`src/rtl/pwm_pkg.sv`:
```
package pwm_pkg;

  // Strobes from the period sequencer to the datapath
  typedef struct packed {
    logic fineZero;   // first clock of a segment
    logic segZero;    // first segment of a period
    logic segStep;    // last clock of a segment
    logic periodEnd;  // last clock of a period
  } pwm_ctl_t;

  // Maximal-length feedback masks (Fibonacci, shift toward MSB)
  function automatic logic [7:0] tapMask(int w);
    case (w)
      3:       return 8'b0000_0110;
      4:       return 8'b0000_1100;
      5:       return 8'b0001_0100;
      6:       return 8'b0011_0000;
      7:       return 8'b0110_0000;
      default: return 8'b1011_1000;
    endcase
  endfunction

endpackage

```
`src/rtl/pwm_lfsr_src.sv`:
```
module pwm_lfsr_src #(
  parameter int W = 4,
  parameter logic [W-1:0] INIT = 1
) (
  input  logic         clk,
  input  logic         rstN,
  input  logic         step,
  input  logic         load,
  input  logic [W-1:0] seed,
  input  logic         zeroSlot,
  output logic [W-1:0] value
);
  localparam logic [W-1:0] TAPS = W'(pwm_pkg::tapMask(W));
  localparam logic [W-1:0] ONE  = W'(1);

  logic [W-1:0] state;
  logic [W-1:0] nextState;
  logic [W-1:0] seedSafe;

  assign nextState = {state[W-2:0], ^(state & TAPS)};
  assign seedSafe  = (seed == '0) ? ONE : seed;

  always_ff @(posedge clk or negedge rstN) begin
    if (!rstN)     state <= INIT;
    else if (load) state <= seedSafe;
    else if (step) state <= nextState;
  end

  // One slot per window shows zero, so all 2^W values appear once
  assign value = zeroSlot ? '0 : state;

  a_r7_state_nonzero: assert property (@(posedge clk) disable iff (!rstN)
    state != '0);

endmodule

```
`src/rtl/pwm_ctl.sv`:
```
module pwm_ctl #(
  parameter int FINE_W = 4,
  parameter int SEG_W  = 6
) (
  input  logic              clk,
  input  logic              rstN,
  output pwm_pkg::pwm_ctl_t ctl
);
  localparam int DUTY_W = FINE_W + SEG_W;

  logic [DUTY_W-1:0] slotCnt;
  logic [FINE_W-1:0] phase;
  logic [SEG_W-1:0]  segIdx;

  always_ff @(posedge clk or negedge rstN) begin
    if (!rstN) slotCnt <= '0;
    else       slotCnt <= slotCnt + 1'b1;
  end

  assign phase  = slotCnt[FINE_W-1:0];
  assign segIdx = slotCnt[DUTY_W-1:FINE_W];

  always_comb begin
    ctl.fineZero  = (phase == '0);
    ctl.segZero   = (segIdx == '0);
    ctl.segStep   = (phase == '1);
    ctl.periodEnd = (phase == '1) && (segIdx == '1);
  end

endmodule

```
`src/rtl/pwm_dp.sv`:
```
module pwm_dp #(
  parameter int FINE_W = 4,
  parameter int SEG_W  = 6,
  localparam int DUTY_W = FINE_W + SEG_W
) (
  input  logic              clk,
  input  logic              rstN,
  input  pwm_pkg::pwm_ctl_t ctl,
  input  logic [DUTY_W-1:0] duty,
  input  logic [FINE_W-1:0] fineSeed,
  input  logic              fineLoad,
  input  logic [SEG_W-1:0]  segSeed,
  input  logic              segLoad,
  output logic              pwmOut
);
  logic [DUTY_W-1:0] dutyReg;
  logic [FINE_W-1:0] fineVal;
  logic [SEG_W-1:0]  segVal;
  logic [FINE_W-1:0] selField;
  logic [SEG_W-1:0]  wideCnt;
  logic              narrowBit;
  logic              wideBit;
  logic              useWide;
  logic              streamBit;

  // Duty only changes at the period edge
  always_ff @(posedge clk or negedge rstN) begin
    if (!rstN)              dutyReg <= '0;
    else if (ctl.periodEnd) dutyReg <= duty;
  end

  pwm_lfsr_src #(.W(FINE_W)) uFine (
    .clk(clk), .rstN(rstN), .step(1'b1), .load(fineLoad), .seed(fineSeed),
    .zeroSlot(ctl.fineZero), .value(fineVal)
  );

  pwm_lfsr_src #(.W(SEG_W)) uSeg (
    .clk(clk), .rstN(rstN), .step(ctl.segStep), .load(segLoad), .seed(segSeed),
    .zeroSlot(ctl.segZero), .value(segVal)
  );

  assign selField  = dutyReg[DUTY_W-1:SEG_W];
  assign wideCnt   = dutyReg[SEG_W-1:0];
  assign narrowBit = {1'b0, fineVal} < {1'b0, selField};
  assign wideBit   = {1'b0, fineVal} < ({1'b0, selField} + 1'b1);
  assign useWide   = segVal < wideCnt;
  assign streamBit = useWide ? wideBit : narrowBit;

  always_ff @(posedge clk or negedge rstN) begin
    if (!rstN) pwmOut <= 1'b0;
    else       pwmOut <= streamBit;
  end

  // ---- assertion support: per-period high count ----
  logic [DUTY_W:0] accum;
  logic            loadSeen;

  always_ff @(posedge clk or negedge rstN) begin
    if (!rstN) begin
      accum    <= '0;
      loadSeen <= 1'b0;
    end else begin
      accum    <= ctl.periodEnd ? '0 : accum + {{DUTY_W{1'b0}}, streamBit};
      loadSeen <= (fineLoad || segLoad) ? 1'b1 : (ctl.periodEnd ? 1'b0 : loadSeen);
    end
  end

  a_r1_reset_dark: assert property (@(posedge clk)
    !rstN |-> !pwmOut);

  a_r2_period_count: assert property (@(posedge clk) disable iff (!rstN)
    (ctl.periodEnd && !loadSeen) |->
      (accum + {{DUTY_W{1'b0}}, streamBit}) == {1'b0, dutyReg});

  a_r3_stream_nested: assert property (@(posedge clk) disable iff (!rstN)
    narrowBit |-> wideBit);

  a_r4_duty_hold: assert property (@(posedge clk) disable iff (!rstN)
    !ctl.periodEnd |=> $stable(dutyReg));

endmodule

```
`src/rtl/stoch_pwm.sv`:
```
module stoch_pwm #(
  parameter int FINE_W = 4,
  parameter int SEG_W  = 6
) (
  input  logic                     clk,
  input  logic                     rstN,
  input  logic [FINE_W+SEG_W-1:0]  duty,
  input  logic [FINE_W-1:0]        fineSeed,
  input  logic                     fineLoad,
  input  logic [SEG_W-1:0]         segSeed,
  input  logic                     segLoad,
  output logic                     pwmOut
);
  pwm_pkg::pwm_ctl_t ctl;

  pwm_ctl #(.FINE_W(FINE_W), .SEG_W(SEG_W)) uCtl (
    .clk(clk), .rstN(rstN), .ctl(ctl)
  );

  pwm_dp #(.FINE_W(FINE_W), .SEG_W(SEG_W)) uDp (
    .clk(clk), .rstN(rstN), .ctl(ctl), .duty(duty),
    .fineSeed(fineSeed), .fineLoad(fineLoad),
    .segSeed(segSeed), .segLoad(segLoad), .pwmOut(pwmOut)
  );

endmodule

```
`config.mk`:
```
export PLATFORM = sky130hd
export DESIGN_NAME = stoch_pwm
export DESIGN_NICKNAME = d
export VERILOG_FILES = /design/src/rtl/pwm_pkg.sv /design/src/rtl/pwm_lfsr_src.sv /design/src/rtl/pwm_ctl.sv /design/src/rtl/pwm_dp.sv /design/src/rtl/stoch_pwm.sv
export SDC_FILE = /design/constraint.sdc
export NUM_CORES = 1
export LEC_CHECK = 0
export BUFFER_PORTS_ARGS = -buffer_cell sky130_fd_sc_hd__buf_2
export CORE_MARGIN = 2
export CORE_UTILIZATION = 56
export CTS_CLUSTER_SIZE = 30
export DETAILED_ROUTE_END_ITERATION = 10
export GPL_ROUTABILITY_DRIVEN = 0
export GPL_TIMING_DRIVEN = 0
export HOLD_SLACK_MARGIN = 0.15
export PLACE_DENSITY = 0.77
export SETUP_SLACK_MARGIN = 0.5
export SLEW_MARGIN = 10
export SYNTH_ARGS = -nofsm -noshare
export SYNTH_HDL_FRONTEND = slang
export SYNTH_SLANG_ARGS = --single-unit
export TNS_END_PERCENT = 1
```
`constraint.sdc`:
```
create_clock -name clk -period 2.7 [get_ports clk]
set_input_delay 0.27 -clock clk [delete_from_list [all_inputs] [get_ports clk]]
set_output_delay 0.27 -clock clk [all_outputs]
set_load 0.02 [all_outputs]
```
==> run metrics, run 1 <==
status finished, violations left; violated checks DRC; R2R Setup Slk 0.60 ns; I/O pin count 25; mean area per synthesized cell 10.3 um^2; synth top area cells dfrtp_1 43%, ha_1 10%, o21ai_0 6.5%, xnor2_1 5.2%, nand2_1 4.9%; CP Data Required Time 2.92 ns; cts bufs inserted 5; top cell type's share of synthesized area 43.2%; Synth cell types 34; total gr overflow 0; Slew Viols, Final 0; dominant cell type by area after synthesis dfrtp_1; final hold vios 0; largest net degree at the start of global routing 32; Hold Crit Depth 3; Starting Density 59.9%; via count 1357; FF/Latch Area 779 um^2; CP startpoint kind flop; most frequent cells in the layout 28 x dfrtp_1, 24 x buf_2, 22 x nand2_1; Synth Warn # 0; Reg-to-Reg End uDp.pwmOut; Layout area overhead 30.2%; total global-route track usage 24.5%; Max-slew headroom 54.6%; Worst-Margin Slew 0.680 ns; Static Leak 0.00106 uW; Core Region 0.00281 mm^2; global-route wire length before repair 6200 um; fin crit period 2.10 ns; Total Wirelength 3600 um; Antenna diodes 0; clock root cell clkbuf_4; number of synthesized register bits 31; Tightest Hold Check Type primary input to flop; Pre-Repair DR Iteration Count 7; Inst Count DP 219; period utilization 77.7%; Util after Layout 78.1%; Reg2Reg Depth 8; FILL cells 178; drt initial violations 56; min-delay src segSeed[2]; commonest non-fill, non-tap cell in the layout dfrtp_1; post-synthesis sequential area ratio 46.3%; final hold slack 0.163 ns; Reg clk slew, reported paths 0.11 ns; CTS tree yes; cells after synthesis 164; # nets final 257; Vias per Instance 5.41; share of layout cells above drive strength 1 26.8%; number of global-route vias before repair 1481; clk sinks 31; Antenna Nets Post-Route 0; multi-input logic area 898 um^2; Die Y-Extent 58.8 um; worst r2r src uCtl.slotCnt[7]; Rows 19; placed cell areas 0.00184 mm^2; htree depth 2; drt drc 1; endpoints failing setup 0; Synth Cell Area 0.00168 mm^2; endpoint class of the critical path flop; Arr. time, crit path 2.32 ns; setup_tns 0 ns; total die area 0.00346 mm^2; dpl hpwl 2370 um; FMAX 0.477 GHz; clk_lat worst skew 0.35 ns; worst hold endpoint uDp.uSeg.state[2]; Mapped Nets 202; Fin Clk Skew 0.0179 ns; RSZ-0062 raised after global routing yes; CTS max path bufs 2; Finished Cell Area 0.00219 mm^2; Max Cap Viol 0; crit-path max FO 5; initial antenna violation count 0; WL/cell 14.3 um; maximum vdd drop 0.350 mV; WS Path Type flop to flop; Port Buffers 24; Power Density 395 mW/mm^2; number of non-filler instances in the completed layout 251; Die Wd 58.8 um
==> worst max path at each step <==
stage | endpoint | slack, ns | startpoint
3_3_place_gp | uDp.pwmOut | 0.39 | uCtl.slotCnt[4]
3_5_place_dp | uDp.pwmOut | 0.31 | uCtl.slotCnt[4]
5_1_grt | uDp.pwmOut | 0.46 | uCtl.slotCnt[7]
2_1_floorplan | uDp.pwmOut | 0.61 | uCtl.slotCnt[4]
4_1_cts | uDp.pwmOut | 0.52 | uCtl.slotCnt[4]
6_report | uDp.pwmOut | 0.60 | uCtl.slotCnt[7]
==> synthesized netlist by cell type <==
master    instances
inv_1            13
mux2_4            2
nand3_2           1
buf_6             2
or4_1             1
nor3b_1           1
dfrtp_1          29
xor2_1            2
mux2_2            2
nand4_1           1
a221oi_1          1
nor4_4            1
ha_1             14
clkbuf_1          1
dfstp_2           2
mux2i_1           6
a32oi_1           1
o21bai_1          1
nand2_1          22
nor3_1            2
a211oi_1          1
a21oi_1           3
o21ai_0          22
and2b_1           2
nand2_2           1
nor2b_1           1
a21boi_0          1
o211ai_1          1
and2_1            5
nand3_1           5
and4_1            1
xnor2_1          10
nor4_1            1
nor2_1            5
==> power by group <==
part / internal [uW] / leakage [uW] / switching [uW]
Sequential: 482 / 0.000349 / 12.0
Clock: 96.7 / 0.0000347 / 165
Combinational: 61.4 / 0.000676 / 48.3
==> stage by stage <==
step,power (uW),setup WS (ns)
floorplan,543,0.612
global placement,578,0.385
detailed placement,584,0.308
CTS,868,0.524
global route,904,0.465
finish,865,0.602
==> layout make-up <==
class	count	share of cell area, %
flip-flops and latches	31	35.6
well taps	31	1.77
repair buffers	48	15.8
clock buffers	5	1.71
multi-input cells	117	41.0
clock inverters	3	0.686
inverters	13	2.23
plain buffers	3	1.20
==> worst max-delay path: stages, from the launching register on <==
cell and delay (ns):
dfrtp_1 0.41, nor4_2 0.27, nand2_1 0.16, and2_1 0.22, ha_4 0.23, and4_4 0.17, a221oi_2 0.27, o21ai_1 0.13
mux2i_1 0.13
==> sequential cells by signal, summed over array words and instances (netlist names) <==
| signal | cells |
|---|---|
| uCtl.slotCnt | 10 |
| uDp.dutyReg | 10 |
| uDp.uSeg.state | 6 |
| uDp.uFine.state | 4 |
| uDp.pwmOut | 1 |
==> kinds of logic (layout without fill, tap and decap cells) <==
family | Yosys count | count (layout) | synth area share, %
AOI/OAI and AO/OA | 31 | 31 | 10.3
xor gates and xnor gates | 12 | 12 | 6.25
adders and majority gates | 14 | 14 | 10.4
buffers and inverters | 16 | 72 | 4.46
DFF | 31 | 31 | 46.3
muxes | 10 | 10 | 6.70
and+or+nand+nor | 50 | 50 | 15.6
==> per-layer routing <==
layer / share of wire, % / vias up / global-route usage, %
li1: - / 672 / -
met1: 41 / 643 / 28.2
met2: 51 / 28 / 40.0
met3: 4.1 / 14 / 5.27
met4: 3.8 / 0 / 17.9
met5: 0 / - / 0
==> repair_timing <==
action / in CTS / in global routing
setup endpoints to repair: 1 / 1
pin swaps: 1 / 6
resized for setup: 6 / 6
buffers inserted: 4 / 2
hold buffers: 18 / 0
endpoints found under the hold margin: 46 / 0
Note: power is estimated with default switching activity, not from simulation.
==> run 2, diff against run 1 <==
Clock period 2.7 ns to 2.1 ns, I/O delays scaled along.
==> run 2 against run 1 <==
The flow finishes with violations (DRC, setup timing). Fmax shrank 0.38%. Wire length grew 19%. Clock skew shrank 0.0059 ns. Combinational power grew 57%. First-iteration DRC count grew 3.6%. Power grew 33%. Critical path depth is the same. Sequential power grew 29%. Non-clock buffer count grew 7. Worst setup slack lost 0.61 ns. Clock power grew 29%. Sequential share of layout area shrank 1.9 points. Largest cell class unchanged. Largest power group unchanged.
==> run metrics, run 2 (same netlist as run 1, synthesis figures left out) <==
Port Buffers 24; period utilization 100%; final hold vios 0; FMAX 0.475 GHz; CP startpoint kind flop; combinational share of power 15.1%; Finished Cell Area 0.00231 mm^2; Die Wd 58.8 um; largest net degree at the start of global routing 32; endpoints failing setup 1; endpoint class of the critical path flop; total global-route track usage 26.0%; Buf+Inv Stages, Crit Path 0; Antenna diodes 0; most frequent cells in the layout 29 x dfrtp_1, 24 x buf_2, 23 x dlygate4sd3_1; worst hold endpoint uDp.uFine.state[0]; Power Density 497 mW/mm^2; cts bufs inserted 5; clk_lat worst skew 0.34 ns; total power 1150 uW; number of global-route vias before repair 1489; via count 1420; CTS tree yes; Core Region 0.00281 mm^2; crit-path max FO 6; Reg2Reg Depth 8; # nets final 264; share of layout cells above drive strength 1 31.7%; CP Cell Sequence nor4_2 -> nand2_2 -> and2_4 -> ha_4 -> and4_4 -> a221oi_2 -> o21ai_2 -> mux2i_1; Vias per Instance 5.50; Reg clk slew, reported paths 0.10 ns; Largest delay share family, worst path simple AND/OR/NAND/NOR gates; Fin Clk Skew 0.0120 ns; WL/cell 16.6 um; Starting Density 59.9%; CP max stage delay 0.40 ns; CP Data Required Time 2.33 ns; Arr. time, crit path 2.34 ns; Regs by FF count uCtl.slotCnt x10, uDp.dutyReg x10, uDp.uSeg.state x6; Worst path depth 8; initial antenna violation count 0; htree depth 2; clk sinks 31; Tightest Hold Check Type primary input to flop; clock root cell clkbuf_4; total die area 0.00346 mm^2; dpl hpwl 2340 um; Reg-to-Reg End uDp.pwmOut; P_sw 300 uW; placed cell areas 0.00185 mm^2; Place WS -0.111 ns; FF/Latch Area 778 um^2; global-route wire length before repair 6610 um; P_int 848 uW; clock network power share 29.4%; drt drc 3; drt initial violations 58; Static Leak 0.00109 uW; I/O pin count 25; Rows 19; maximum vdd drop 0.482 mV; Sw Share 26.1%; Slew Viols, Final 0; R2R Setup Slk -0.006 ns; CTS max path bufs 2; violated checks DRC, setup timing; total gr overflow 0; slowest CP cell dfrtp_1; Die Y-Extent 58.8 um; worst r2r src uCtl.slotCnt[8]; WS Path Type flop to flop; FILL cells 156; Pre-Repair DR Iteration Count 7; Hold Crit Depth 3; Util after Layout 82.4%; Total Wirelength 4290 um; post-route setup slack -0.00637 ns; Antenna Nets Post-Route 0; multi-input logic area 960 um^2; Seq pwr share 55.5%; Layout area overhead 37.5%; fin crit period 2.11 ns; setup_tns -0.00637 ns; RSZ-0062 raised after global routing yes; min-delay src fineSeed[0]; Max-slew headroom 53.3%; Max Cap Viol 0; commonest non-fill, non-tap cell in the layout dfrtp_1; status finished, violations left; Worst-Margin Slew 0.700 ns
[run 2: layout make-up]
class / count / area share, %
Multi-Input combinational cell: 117 / 41.5
Sequential cell: 31 / 33.7
Timing Repair Buffer: 55 / 17.7
Inverter: 13 / 2.11
Clock buffer: 7 / 1.95
Tap cell: 31 / 1.68
Buffer: 3 / 1.14
Clock inverter: 1 / 0.216
[run 2: worst max-delay path by stage]
stage | startpoint | to | slack [ns]
CTS | uCtl.slotCnt[7] | uDp.pwmOut | 0.03
finish | uCtl.slotCnt[8] | uDp.pwmOut | -0.006
detailed placement | uCtl.slotCnt[0] | uDp.pwmOut | -0.11
global route | uCtl.slotCnt[8] | uDp.pwmOut | -0.09
floorplan | uCtl.slotCnt[7] | uDp.pwmOut | 0.14
global placement | uCtl.slotCnt[7] | uDp.pwmOut | -0.03
[run 2: repair_timing]
| item | in CTS | in global routing |
|---|---|---|
| endpoints found under the hold margin | 49 | 0 |
| hold buffers | 23 | 0 |
| resized for setup | 2 | 22 |
| setup endpoints to repair | 11 | 11 |
| pin swaps | 3 | 11 |
| setup buffers | 6 | 2 |
[run 2: power by group through the flow]
stage | combinational, uW | sequential [uW] | clock (uW)
after detailed placement | 106 | 646 | 0
after global routing | 191 | 640 | 366
after CTS | 143 | 635 | 336
after floorplan | 57.6 | 641 | 0
final | 173 | 637 | 337
after global placement | 98.6 | 645 | 0
[run 2: metrics by stage]
stage | hold slack, ns | std cells
global route | 0.175 | 258
global placement | 0.272 | 219
floorplan | -0.0856 | 164
CTS | 0.165 | 256
detailed placement | 0.281 | 219
finish | 0.163 | 258
[run 2: routing by layer]
metal	track usage, %	up-vias	wire [um]
li1	-	683	-
met1	29.3	684	1760
met2	47.0	43	2290
met3	7.03	10	161
met4	8.77	0	83
met5	0	-	0
[run 2: worst register-to-register path, stage by stage, from the launching register on]
cell      delay (ns)
dfrtp_1         0.40
nor4_2          0.34
nand2_2         0.16
and2_4          0.20
ha_4            0.22
and4_4          0.20
a221oi_2        0.29
o21ai_2         0.09
mux2i_1         0.12
==> run 3, diff against run 2 <==
Settings changed: CTS_BUF_LIST set to sky130_fd_sc_hd__clkbuf_16.
==> run 3 against run 2 <==
The flow finishes with violations (DRC). Flip-flop and latch count stayed put. Worst hold slack better by 0.0086 ns. Clock skew is 0.0076 ns lower. Worst setup slack better by 0.042 ns. Clock power is 99% higher. Core utilization is 0.89 points lower. Via count is 3.9% lower. First-iteration DRC count is 33% lower. Count of clock-buffer cells in the layout is 2 lower. Highest routed layer unchanged.
==> run metrics, run 3 (same netlist as run 1, synthesis figures left out) <==
total die area 0.00346 mm^2; global-route wire length before repair 5980 um; post-route setup slack 0.0361 ns; Place WS -0.111 ns; Max-slew headroom 54.6%; clk_lat worst skew 0.28 ns; CP Data Required Time 2.26 ns; combinational share of power 10.0%; total global-route track usage 24.3%; htree depth 2; Vias per Instance 5.48; Util after Layout 81.5%; number of global-route vias before repair 1397; violated checks DRC; Seq pwr share 44.0%; Core Region 0.00281 mm^2; drt initial violations 39; initial antenna violation count 0; FMAX 0.485 GHz; share of layout cells above drive strength 1 30.7%; CP max stage delay 0.39 ns; fin crit period 2.06 ns; Antenna Nets Post-Route 0; dpl hpwl 2340 um; P_int 1130 uW; WS Path Type flop to flop; # nets final 255; WL/cell 15.6 um; total gr overflow 0; Total Wirelength 3880 um; Regs by FF count uCtl.slotCnt x10, uDp.dutyReg x10, uDp.uSeg.state x6; final hold vios 0; Sw Share 22.6%; maximum vdd drop 0.681 mV; Antenna diodes 0; Die Wd 58.8 um; clock root cell clkbuf_16; drt drc 3; Rows 19; CP startpoint kind flop; period utilization 98.3%; Die Y-Extent 58.8 um; Arr. time, crit path 2.22 ns; most frequent cells in the layout 29 x dfrtp_1, 24 x buf_2, 21 x nand2_1; worst hold endpoint uDp.dutyReg[5]; status finished, violations left; Fin Clk Skew 0.00438 ns; Port Buffers 24; Power Density 635 mW/mm^2; crit-path max FO 6; Tightest Hold Check Type primary input to flop; number of non-filler instances in the completed layout 249; CTS tree yes; P_sw 328 uW; RSZ-0062 raised after global routing yes; CP Cell Sequence nor4_2 -> nand2_1 -> and2_1 -> ha_1 -> and4_4 -> a221oi_2 -> o21ai_1 -> mux2i_1; Reg-to-Reg End uDp.pwmOut; min-delay src duty[5]; Max Cap Viol 0; worst r2r src uCtl.slotCnt[7]; slowest CP cell dfrtp_1; Reg clk slew, reported paths 0.05 ns; Static Leak 0.00111 uW; commonest non-fill, non-tap cell in the layout dfrtp_1; Slew Viols, Final 0; final hold slack 0.172 ns; Reg2Reg Depth 8; largest net degree at the start of global routing 32; cts bufs inserted 5; endpoints failing setup 0; clock network power share 46.0%; I/O pin count 25; via count 1364; Worst-Margin Slew 0.681 ns; clk sinks 31; CTS max path bufs 2; Starting Density 59.9%; R2R Setup Slk 0.04 ns; endpoint class of the critical path flop; setup_tns 0 ns; Inst Count DP 219; Hold Crit Depth 3; Pre-Repair DR Iteration Count 7; Layout area overhead 36.0%
==> run 3: critical path: cells and delay by family (launching register included) <==
kind,cells,cell delay (ns)
AND/OR/NAND/NOR,4,0.82
flip-flops,1,0.39
AO/OA/AOI/OAI,2,0.34
adder cells (fa/ha/maj),1,0.27
multiplexers,1,0.13
==> run 3: cell type report <==
class / instances / area (um^2)
Multi-Input combinational cell: 117 / 938
Clock inverter: 3 / 12.5
Timing Repair Buffer: 46 / 315
Buffer: 3 / 30.0
Fill cell: 162 / 518
Inverter: 13 / 48.8
Clock buffer: 5 / 125
Tap cell: 31 / 38.8
Sequential cell: 31 / 778
==> run 3: routing by layer <==
| metal | vias to the layer above | GRT usage [%] | part of all wire (%) |
|---|---|---|---|
| li1 | 671 | - | - |
| met1 | 650 | 26.4 | 41 |
| met2 | 29 | 40.6 | 51 |
| met3 | 14 | 9.23 | 4.3 |
| met4 | 0 | 13.3 | 3.1 |
| met5 | - | 0 | 0 |
==> run 3: how the worst max path moves through the flow <==
stage	depth (start not counted)	slack [ns]	end	from
2_1_floorplan	8	0.14	uDp.pwmOut	uCtl.slotCnt[7]
3_3_place_gp	8	-0.03	uDp.pwmOut	uCtl.slotCnt[7]
3_5_place_dp	10	-0.11	uDp.pwmOut	uCtl.slotCnt[0]
4_1_cts	8	0.03	uDp.pwmOut	uCtl.slotCnt[7]
5_1_grt	10	-0.04	uDp.pwmOut	uCtl.slotCnt[1]
6_report	8	0.04	uDp.pwmOut	uCtl.slotCnt[7]
==> run 3: metrics by stage <==
step	area, um^2	power, uW
floorplan	1690	699
global placement	1850	744
detailed placement	1850	752
CTS	2160	1450
global route	2290	1510
finish	2290	1450
==> run 3: repair_timing <==
item	in CTS	in global routing
setup buffers	5	5
endpoints found under the hold margin	40	0
setup endpoints to repair	11	11
gates resized for setup	3	17
hold buffers	12	0
pin swaps	4	8
==> run 3: power groups by stage <==
stage / sequential [uW] / clock, uW / combinational [uW]
after CTS: 637 / 684 / 125
after global placement: 645 / 0 / 98.6
after global routing: 642 / 710 / 163
final: 640 / 669 / 145
after detailed placement: 646 / 0 / 106
after floorplan: 641 / 0 / 57.6
